[src/rtl/mbs_fir_pkg.sv]
package mbs_fir_pkg;

    typedef enum logic {
        PH_IDLE = 1'b0,
        PH_RUN  = 1'b1
    } fir_phase_t;

    // Width of a signed sum of `terms` values each `w` bits wide.
    function automatic int sum_width(input int w, input int terms);
        return w + ((terms > 1) ? $clog2(terms) : 0);
    endfunction

    // Counter width able to index `n` states (at least one bit).
    function automatic int idx_width(input int n);
        return (n > 1) ? $clog2(n) : 1;
    endfunction

endpackage

[src/rtl/mbs_tap_line.sv]
module mbs_tap_line #(
    parameter int DATA_W = 16,
    parameter int TAPS   = 4
) (
    input  logic                         clk,
    input  logic                         rst,
    input  logic                         shift_en,
    input  logic [DATA_W-1:0]            din,
    output logic [TAPS-1:0][DATA_W-1:0]  taps_o
);

    typedef struct packed {
        logic [TAPS-1:0][DATA_W-1:0] line;
    } tap_state_t;

    tap_state_t line_d, line_q;

    always_comb begin
        line_d = line_q;
        if (shift_en) begin
            line_d.line[0] = din;
            for (int i = 1; i < TAPS; i++) begin
                line_d.line[i] = line_q.line[i-1];
            end
        end
    end

    always_ff @(posedge clk) begin
        if (rst) begin
            line_q <= '0;
        end else begin
            line_q <= line_d;
        end
    end

    assign taps_o = line_q.line;

endmodule

[src/rtl/mbs_lane_lut.sv]
module mbs_lane_lut #(
    parameter int                       TAPS   = 4,
    parameter int                       COEF_W = 12,
    parameter int                       SUM_W  = 14,
    parameter logic [TAPS*COEF_W-1:0]   COEFS  = '0
) (
    input  logic [TAPS-1:0]          addr,
    output logic signed [SUM_W-1:0]  psum
);

    localparam int ENTRIES = 1 << TAPS;

    // Sum of the coefficients whose tap bit is set in index k.
    function automatic logic signed [SUM_W-1:0] entry_value(input int k);
        logic signed [SUM_W-1:0] acc;
        logic [COEF_W-1:0]       c;
        acc = '0;
        for (int i = 0; i < TAPS; i++) begin
            c = COEFS[i*COEF_W +: COEF_W];
            if (((k >> i) & 1) != 0) begin
                acc = acc + {{(SUM_W-COEF_W){c[COEF_W-1]}}, c};
            end
        end
        return acc;
    endfunction

    logic signed [SUM_W-1:0] table_w [ENTRIES];

    for (genvar k = 0; k < ENTRIES; k++) begin : g_entry
        localparam logic signed [SUM_W-1:0] ENTRY = entry_value(k);
        assign table_w[k] = ENTRY;
    end

    assign psum = table_w[addr];

endmodule

[src/rtl/mbs_lane_combine.sv]
module mbs_lane_combine #(
    parameter int                       DATA_W = 16,
    parameter int                       TAPS   = 4,
    parameter int                       COEF_W = 12,
    parameter int                       LANES  = 2,
    parameter int                       SUM_W  = 14,
    parameter int                       ACC_W  = 30,
    parameter int                       GRP_W  = 3,
    parameter logic [TAPS*COEF_W-1:0]   COEFS  = '0
) (
    input  logic [TAPS-1:0][DATA_W-1:0] taps,
    input  logic [GRP_W-1:0]            group,
    output logic signed [ACC_W-1:0]     comb
);

    localparam int GROUPS = DATA_W / LANES;
    localparam int IDX_W  = mbs_fir_pkg::idx_width(DATA_W);

    logic [LANES-1:0][SUM_W-1:0] psum_all;

    for (genvar j = 0; j < LANES; j++) begin : g_lane
        logic [IDX_W-1:0]        bit_idx;
        logic [TAPS-1:0]         lane_addr;
        logic signed [SUM_W-1:0] lane_sum;

        always_comb begin
            bit_idx = IDX_W'(int'(group) * LANES + j);
            for (int i = 0; i < TAPS; i++) begin
                lane_addr[i] = taps[i][bit_idx];
            end
        end

        mbs_lane_lut #(
            .TAPS   (TAPS),
            .COEF_W (COEF_W),
            .SUM_W  (SUM_W),
            .COEFS  (COEFS)
        ) u_lut (
            .addr (lane_addr),
            .psum (lane_sum)
        );

        assign psum_all[j] = lane_sum;
    end

    // Weight lane j by 2^j; the sample's top bit carries negative weight.
    always_comb begin
        logic signed [ACC_W-1:0] term;
        comb = '0;
        for (int j = 0; j < LANES; j++) begin
            term = {{(ACC_W-SUM_W){psum_all[j][SUM_W-1]}}, psum_all[j]};
            term = term <<< j;
            if ((group == GRP_W'(GROUPS-1)) && (j == LANES-1)) begin
                comb = comb - term;
            end else begin
                comb = comb + term;
            end
        end
    end

endmodule

[src/rtl/mbs_da_fir.sv]
module mbs_da_fir #(
    parameter int                       DATA_W = 16,
    parameter int                       COEF_W = 12,
    parameter int                       TAPS   = 4,
    parameter int                       LANES  = 2,
    parameter logic [TAPS*COEF_W-1:0]   COEFS  = 48'h800_7FF_B50_12C
) (
    input  logic                                               clk,
    input  logic                                               rst,
    input  logic                                               in_valid,
    output logic                                               in_ready,
    input  logic [DATA_W-1:0]                                  in_data,
    output logic                                               out_valid,
    output logic [DATA_W+COEF_W+mbs_fir_pkg::idx_width(TAPS)-1:0] out_data
);

    import mbs_fir_pkg::*;

    localparam int GROUPS = DATA_W / LANES;
    localparam int GRP_W  = idx_width(GROUPS);
    localparam int SUM_W  = sum_width(COEF_W, TAPS);
    localparam int ACC_W  = DATA_W + COEF_W + idx_width(TAPS);

    if ((LANES < 1) || (LANES > DATA_W) || ((DATA_W % LANES) != 0)) begin : g_bad_lanes
        $error("mbs_da_fir: LANES must divide DATA_W exactly");
    end

    typedef struct packed {
        fir_phase_t              phase;
        logic [GRP_W-1:0]        step;
        logic signed [ACC_W-1:0] acc;
        logic                    vld;
    } fir_state_t;

    fir_state_t st_d, st_q;

    logic                        accept;
    logic [TAPS-1:0][DATA_W-1:0] taps;
    logic [GRP_W-1:0]            group;
    logic signed [ACC_W-1:0]     comb;

    assign accept = in_valid && (st_q.phase == PH_IDLE);
    // Most significant bit group first.
    assign group  = GRP_W'(GROUPS-1) - st_q.step;

    mbs_tap_line #(
        .DATA_W (DATA_W),
        .TAPS   (TAPS)
    ) u_taps (
        .clk      (clk),
        .rst      (rst),
        .shift_en (accept),
        .din      (in_data),
        .taps_o   (taps)
    );

    mbs_lane_combine #(
        .DATA_W (DATA_W),
        .TAPS   (TAPS),
        .COEF_W (COEF_W),
        .LANES  (LANES),
        .SUM_W  (SUM_W),
        .ACC_W  (ACC_W),
        .GRP_W  (GRP_W),
        .COEFS  (COEFS)
    ) u_comb (
        .taps  (taps),
        .group (group),
        .comb  (comb)
    );

    always_comb begin
        st_d     = st_q;
        st_d.vld = 1'b0;
        if (st_q.phase == PH_RUN) begin
            st_d.acc = ((st_q.step == '0) ? '0 : (st_q.acc <<< LANES)) + comb;
            if (st_q.step == GRP_W'(GROUPS-1)) begin
                st_d.phase = PH_IDLE;
                st_d.step  = '0;
                st_d.vld   = 1'b1;
            end else begin
                st_d.step = st_q.step + 1'b1;
            end
        end else if (accept) begin
            st_d.phase = PH_RUN;
            st_d.step  = '0;
        end
    end

    always_ff @(posedge clk) begin
        if (rst) begin
            st_q <= '0;
        end else begin
            st_q <= st_d;
        end
    end

    assign in_ready  = (st_q.phase == PH_IDLE);
    assign out_valid = st_q.vld;
    assign out_data  = st_q.acc;

endmodule

[config.mk]
export PLATFORM = sky130hd
export DESIGN_NAME = mbs_da_fir
export DESIGN_NICKNAME = d
export VERILOG_FILES = /design/src/rtl/mbs_fir_pkg.sv /design/src/rtl/mbs_tap_line.sv /design/src/rtl/mbs_lane_lut.sv /design/src/rtl/mbs_lane_combine.sv /design/src/rtl/mbs_da_fir.sv
export SDC_FILE = /design/constraint.sdc
export NUM_CORES = 1
export LEC_CHECK = 0
export BUFFER_PORTS_ARGS = -buffer_cell sky130_fd_sc_hd__buf_2
export CAP_MARGIN = 10
export CORE_MARGIN = 4
export CORE_UTILIZATION = 35
export CTS_CLUSTER_DIAMETER = 200
export CTS_CLUSTER_SIZE = 12
export DETAILED_ROUTE_END_ITERATION = 8
export SYNTH_ARGS = -nofsm -noshare
export SYNTH_HDL_FRONTEND = slang
export SYNTH_SLANG_ARGS = --single-unit
[constraint.sdc]
create_clock -name clk -period 7.7 [get_ports clk]
set_input_delay 0.77 -clock clk [delete_from_list [all_inputs] [get_ports clk]]
set_output_delay 0.77 -clock clk [all_outputs]
set_load 0.005 [all_outputs]
==> qor.csv, run 1 <==
stage;metric;value;unit
run_status;status;complete, no violations;
routing;vias;6171;
routing;vias per cell;5.083;
floorplan;FP Rows;52;
finish;nets;1013;
sta;Final Max Slew Viols;0;
clock_tree;Root Driver;clkbuf_16;
global_route;initial antenna violation count;0;
logic_synthesis;Syn Inst Count;932;
pwr;Final Power;1907;µW
place;PortBufs;50;
sta;final period utilization;94.80;%
global_route;first-pass GRT wire length;28970;µm
floorplan;I/O pins;51;
worst_setup_path;CP most frequent cell;ha_1;
finish;fraction of final layout cells sized beyond drive strength 1;15.68;%
sta;Setup Viol. Count Final;0;
place;GP Congestion;0.8698;
clock_tree;CTS Buf Count;9;
clock_tree;CTS tree;done;
pwr;NetSw;750.6;µW
routing;Detailed Routing Iterations Pass 1;4;
pwr;switching share of power;39.37;%
pwr;LEAKAGE;0.003239;µW
routing;WL/cell;14.38;µm
worst_setup_path;CP max FO;25;
logic_synthesis;Synth Flop Type;dfxtp_1;
logic_synthesis;ys async rst share;0;%
logic_synthesis;Syn Nets;1006;
logic_synthesis;register area share after synthesis;26.93;%
worst_setup_path;arrival time worst endpoint;7580;ps
floorplan;Vert. Die Dim;153.0;µm
finish;fill cell count;2159;
sta;Min Hold Slack;455.6;ps
finish;most frequent cells in the layout;164 x nand2_1, 111 x a21oi_1, 97 x dfxtp_1;
clock_tree;Worst-Skew Late Latency;370;ps
routing;Starting DRT DRC Count;397;
worst_setup_path;Slowest-stage cell, CP;or4b_4;
global_route;grt total ovfl;0;
sta;maximum clock frequency;0.1370;GHz
finish;n_diodes;0;
sta;Fin. Hold Viols;0;
pwr;Pwr Density;234.9;nW/µm²
logic_synthesis;EDFF count, synth;0;
finish;commonest non-fill, non-tap cell in the layout;nand2_1;
finish;Multi-input gate area;4891;µm²
sta;normalized max-slew margin;54.25;%
hold_path;Hold Path Class;flop to flop;
global_route;vias in the first global route;5709;
worst_setup_path;Worst path max stage delay;540;ps
floorplan;Die ar.;23410;µm²
pwr;Clock Power Share;25.1;%
routing;final wirelength;17460;µm
worst_setup_path;worst setup path category;flop to flop;
floorplan;Core Footprint;20430;µm²
clock_tree;Clock Sinks;99;
logic_synthesis;Syn Area/Cell;7.897;µm²
pwr;internal cell power;1156;µW
clock_tree;CTS max path bufs;2;
clock_tree;H-tree levels;3;
pwr;worst vdd ir;0.1160;mV
global_route;all-layer global routing usage;14.61;%
sta;Worst Max-Slew Pin Slew;686.3;ps
global_route;largest net degree at the start of global routing;66;
floorplan;Initial Util;36.02;%
worst_setup_path;crit end category;flop;
logic_synthesis;Cell Area, Synth;7360;µm²
finish;Final Core Density;39.74;%
logic_synthesis;Distinct cells, synth;71;
finish;FF/Latch Area;1984;µm²
run;number of max-cap violations;0;
sta;clk_skew;9.248;ps
worst_setup_path;Critical Path RT;7980;ps
logic_synthesis;number of synthesized register bits;99;
routing;DRC;0;
finish;area grow syn2layout;10.30;%
pwr;Comb pwr share;44.0;%
clock_tree;clock-pin slew on the worst setup and hold paths;80;ps
place;DP HPWL;12220;µm
logic_synthesis;total of warnings raised by yosys;0;
floorplan;die extent in x;153.0;µm
routing;Final ANT Viol Nets;0;
pwr;share of power burned in registers;30.9;%
worst_setup_path;startpoint types;flop;
clock_tree;Post-CTS Hold Buffers;0;
sta;final worst path period need;7300;ps
-- per-layer routing --
layer	wire length (µm)	vias to the layer above	GRT usage [%]	part of all wire [%]
met2	7567	69	21.88	43
li1	-	3235	-	-
met5	0	-	0	0
met3	496	16	2.431	2.8
met1	9150	2851	21.47	52
met4	244	0	4.497	1.4
-- per-stage QoR --
stage / std cells / setup WS, ps / cell area (µm²) / TNS [ps]
floorplan: 932 / 15.46 / 7361 / 0
global placement: 1197 / 332.8 / 7727 / 0
detailed placement: 1197 / 164.7 / 7727 / 0
CTS: 1213 / 124.7 / 8033 / 0
global route: 1214 / -36.74 / 8118 / -61.23
finish: 1214 / 400.2 / 8118 / 0
-- Yosys cell counts (all sizes together) (6+ instances only) --
cell type	n	share of area (%)
o21a	10	1.0
a21o	11	1.1
clkbuf	39	2.0
xor2	11	1.3
xnor2	33	4.0
o21ai	21	1.4
and2	25	2.1
mux4	14	4.3
inv	31	1.6
nor2	80	4.1
mux2i	38	5.6
nand2b	7	0.60
a21oi	112	7.6
buf	43	4.1
nand2	165	8.4
nor3	17	1.2
a211oi	16	1.7
nor4	6	0.51
o211ai	6	0.61
dfxtp	99	27
nor2b	12	1.0
and3	6	0.51
ha	53	9.0
-- power by group through the flow --
| stage | clock network [µW] | registers, µW | logic (µW) |
|---|---|---|---|
| after floorplan | 0 | 583 | 661 |
| after global placement | 0 | 600 | 796 |
| after detailed placement | 0 | 600 | 799 |
| after CTS | 492 | 589 | 805 |
| after global routing | 513 | 596 | 938 |
| final | 478 | 588 | 840 |
-- critical path, delay by kind of cell (launching register included) --
family | cells | cell delay [ps]
buffers and inverters | 4 | 510
DFF | 1 | 360
AOI/OAI and AO/OA | 10 | 2210
muxes | 1 | 380
and+or+nand+nor | 11 | 2520
xor gates and xnor gates | 1 | 130
adders and majority gates | 4 | 1090
-- path summary, 6_finish.rpt --
check | end | startpoint | slack, ps | depth (start not counted)
min | u_taps.taps_o[56]$_SDFFE_PP0P_ | u_taps.taps_o[56]$_SDFFE_PP0P_ | 460 | 2
max | out_data[24]$_SDFFE_PP0P_ | st_q[32]$_SDFFE_PP0P_ | 400 | 31
min reg2reg | u_taps.taps_o[56]$_SDFFE_PP0P_ | u_taps.taps_o[56]$_SDFFE_PP0P_ | 460 | 2
max reg2reg | out_data[24]$_SDFFE_PP0P_ | st_q[32]$_SDFFE_PP0P_ | 400 | 31
-- timing repair --
| item | 4_1_cts | 5_1_grt |
|---|---|---|
| gates resized for setup | 0 | 20 |
| hold endpoints to repair | 0 | 0 |
| setup endpoints to repair | 0 | 11 |
| buffers inserted | 0 | 1 |
-- flip-flops by register name (all words and copies together) (netlist names) --
| register | count |
|---|---|
| u_taps.taps_o | 64 |
| st_q | 4 |
| out_data | 30 |
| out_valid | 1 |
-- logic make-up (layout without fill, tap and decap cells) --
logic type / Yosys count / count (layout) / share of synthesized area (%)
AND/OR/NAND/NOR: 341 / 341 / 20.62
AO/OA/AOI/OAI: 222 / 222 / 19.19
buffers and inverters: 114 / 126 / 7.752
flip-flops: 99 / 99 / 26.93
multiplexers: 57 / 57 / 10.61
adder cells (fa/ha/maj): 55 / 55 / 9.555
XOR/XNOR: 44 / 44 / 5.338
-- final cells by class --
type / instances / area share (%)
Multi-Input combinational cell: 719 / 60.25
Sequential cell: 99 / 24.45
Timing Repair Buffer: 78 / 5.857
Tap cell: 270 / 4.162
Clock buffer: 10 / 2.944
Inverter: 32 / 1.526
Clock inverter: 6 / 0.8169
No activity file was read; power rests on OpenSTA's default activity.
==> inputs of run 2 (changes only) <==
Settings changed: CORE_ASPECT_RATIO set to 1.25.
==> run 2 against run 1 <==
Net effect:
- clock-buffer cell count stayed put
- clock power is 0.8% lower
- worst hold slack worse by 1.6 ps
- routed wire length is 0.39% lower
- combinational power is 1% lower
- sequential share of layout area is 0.065 points higher
- first-iteration DRC count is 29% lower
- clock skew is 4.8 ps higher
- largest power group unchanged
==> qor.csv, run 2 (synthesis results as in run 1) <==
stage;metric;value;unit;change
floorplan;Die ar.;23430;µm²;was 23,410 µm²
worst_setup_path;worst setup path category;flop to flop;;unchanged
clock_tree;Post-CTS Setup Bufs;0;;unchanged
clock_tree;CTS Buf Count;9;;unchanged
sta;clk_skew;14.03;ps;was 9.248 ps
sta;final period utilization;93.19;%;was 94.80%
clock_tree;Post-CTS Hold Buffers;0;;unchanged
sta;final worst path period need;7176;ps;was 7300 ps
sta;maximum clock frequency;0.1394;GHz;was 0.1370 GHz
floorplan;Vert. Die Dim;170.1;µm;was 153.0 µm
sta;RSZ-0062 raised after global routing;no;;
sta;setup TNS;0;ps;unchanged
hold_path;Hold Path Class;flop to flop;;unchanged
place;GP Congestion;0.8700;;was 0.8698
routing;DRC;0;;unchanged
hold_path;WHS Path Cells;2;;unchanged
worst_setup_path;reg2reg end;out_data[24]$_SDFFE_PP0P_;;unchanged
finish;most frequent cells in the layout;164 x nand2_1, 110 x a21oi_1, 96 x dfxtp_1;;was 164 x nand2_1, 111 x a21oi_1, 97 x dfxtp_1
routing;Detailed Routing Iterations Pass 1;4;;unchanged
floorplan;die extent in x;137.7;µm;was 153.0 µm
worst_setup_path;Worst Setup SP;st_q[32]$_SDFFE_PP0P_;;unchanged
finish;Post-Layout Inst Area;8102;µm²;was 8118 µm²
floorplan;I/O pins;51;;unchanged
finish;Final Core Density;39.06;%;was 39.74%
global_route;all-layer global routing usage;15.15;%;was 14.61%
floorplan;Core Footprint;20740;µm²;was 20,430 µm²
global_route;M3 GR Usage;1.804;%;was 2.431%
global_route;GR Layer Usage met2;26.93;%;was 21.88%
finish;area grow syn2layout;10.08;%;was 10.30%
worst_setup_path;worst reg-to-reg setup slack;520;ps;was 400 ps
finish;nets;1011;;was 1,013
global_route;GR peak layer;met2;;unchanged
clock_tree;Clock Sinks;99;;unchanged
worst_setup_path;CP max FO;11;;was 25
run;number of max-cap violations;0;;unchanged
place;DP HPWL;12450;µm;was 12,220 µm
global_route;initial antenna violation count;0;;unchanged
routing;Final ANT Viol Nets;0;;unchanged
global_route;grt total ovfl;0;;unchanged
clock_tree;CTS max path bufs;2;;unchanged
routing;vias;6198;;was 6,171
clock_tree;CTS tree;done;;unchanged
worst_setup_path;stages on the worst setup path;32;;was 31
global_route;vias in the first global route;6187;;was 5,709
worst_setup_path;Slowest-stage cell, CP;or4b_4;;unchanged
worst_setup_path;r2r startpoint;st_q[32]$_SDFFE_PP0P_;;unchanged
global_route;M1 GR Usage;19.29;%;was 21.47%
routing;final wirelength;17390;µm;was 17,460 µm
sta;Final Max Slew Viols;0;;unchanged
routing;Starting DRT DRC Count;282;;was 397
finish;n_diodes;0;;unchanged
routing;WL/cell;14.30;µm;was 14.38 µm
worst_setup_path;crit end category;flop;;unchanged
finish;commonest non-fill, non-tap cell in the layout;nand2_1;;unchanged
hold_path;Worst Min Path Start;u_taps.taps_o[52]$_SDFFE_PP0P_;;was u_taps.taps_o[56]$_SDFFE_PP0P_
sta;normalized max-slew margin;30.42;%;was 54.25%
finish;number of flip-flops under the largest register name;64;;unchanged
clock_tree;Worst-Skew Late Latency;360;ps;was 370 ps
finish;post-route insts no fill;1216;;was 1,214
sta;Setup Viol. Count Final;0;;unchanged
place;PortBufs;50;;unchanged
worst_setup_path;startpoint types;flop;;unchanged
worst_setup_path;WP buf/inv;6;;was 4
clock_tree;H-tree levels;3;;unchanged
finish;fraction of final layout cells sized beyond drive strength 1;15.82;%;was 15.68%
pwr;LEAKAGE;0.003228;µW;was 0.003239 µW
floorplan;FP Rows;59;;was 52
place;placed cell areas;7712;µm²;was 7727 µm²
worst_setup_path;arrival time worst endpoint;7440;ps;was 7580 ps
worst_setup_path;crit path capture;out_data[24]$_SDFFE_PP0P_;;unchanged
floorplan;Initial Util;35.48;%;was 36.02%
worst_setup_path;FF-to-FF path depth;32;;was 31
pwr;worst vdd ir;0.1232;mV;was 0.1160 mV
worst_setup_path;largest delay contributor family on the critical path;simple AND/OR/NAND/NOR gates;;unchanged
worst_setup_path;Critical Path RT;7960;ps;was 7980 ps
sta;Worst Max-Slew Pin Slew;1044;ps;was 686.3 ps
place;Post-Place Cells;1200;;was 1,197
worst_setup_path;Worst path max stage delay;540;ps;about the same
finish;fill cell count;2166;;was 2,159
routing;vias per cell;5.097;;was 5.083
global_route;first-pass GRT wire length;29330;µm;was 28,970 µm
clock_tree;clock-pin slew on the worst setup and hold paths;70;ps;was 80 ps
global_route;largest net degree at the start of global routing;98;;was 66
sta;Fin. Hold Viols;0;;unchanged
pwr;Pwr Density;233.6;nW/µm²;was 234.9 nW/µm²
clock_tree;Root Driver;clkbuf_16;;unchanged
run_status;status;complete, no violations;;unchanged
==> run 2: worst min-delay path by stage <==
stage / end / slack (ps)
after CTS: u_taps.taps_o[52]$_SDFFE_PP0P_ / 460
after global placement: u_taps.taps_o[48]$_SDFFE_PP0P_ / 440
final: u_taps.taps_o[52]$_SDFFE_PP0P_ / 450
after global routing: u_taps.taps_o[35]$_SDFFE_PP0P_ / 480
after floorplan: u_taps.taps_o[50]$_SDFFE_PP0P_ / 430
after detailed placement: u_taps.taps_o[52]$_SDFFE_PP0P_ / 450
==> run 2: power by group <==
part | internal, µW | switching (µW) | leakage [µW]
combinational | 359 | 470 | 0.00227
sequential | 551 | 37.9 | 0.000808
clock | 257 | 217 | 0.000146
total | 1170 | 725 | 0.00323
==> run 2: final cells by class <==
| type | count | area, µm² | area share, % |
|---|---|---|---|
| multi-input cells | 719 | 4897 | 60.45 |
| flip-flops and latches | 99 | 1986 | 24.51 |
| repair buffers | 76 | 451.7 | 5.575 |
| well taps | 274 | 342.8 | 4.232 |
| clock buffers | 10 | 229.0 | 2.826 |
| inverters | 32 | 121.4 | 1.498 |
| clock inverters | 6 | 73.82 | 0.9112 |
==> run 2: per-layer routing <==
metal | wire (µm) | part of all wire (%) | vias up
li1 | - | - | 3213
met1 | 8057 | 46 | 2887
met2 | 8675 | 50 | 85
met3 | 453 | 2.6 | 13
met4 | 204 | 1.2 | 0
met5 | 0 | 0 | -
==> run 2: worst register-to-register path: cells and delay by family (launching register included) <==
family	cells	cell delay, ps
mux	1	390
simple gates	10	2290
flops	1	340
compound gates	10	1910
buf+inv	6	890
fa+ha+maj	4	1130
xor+xnor	1	130
==> run 2: what timing repair did <==
action / in CTS / in global routing
pin swaps: 0 / 2
setup endpoints to repair: 1 / 7
resized for setup: 3 / 21
==> run 2: metrics by stage <==
stage / hold WS [ps] / setup slack (ps) / total power, µW
2_1_floorplan: 433.1 / 15.46 / 1244
3_3_place_gp: 441.0 / 129.6 / 1395
3_5_place_dp: 447.3 / -81.15 / 1401
4_1_cts: 457.5 / 110.1 / 1885
5_1_grt: 482.9 / 20.44 / 2026
6_report: 454.0 / 524.1 / 1892
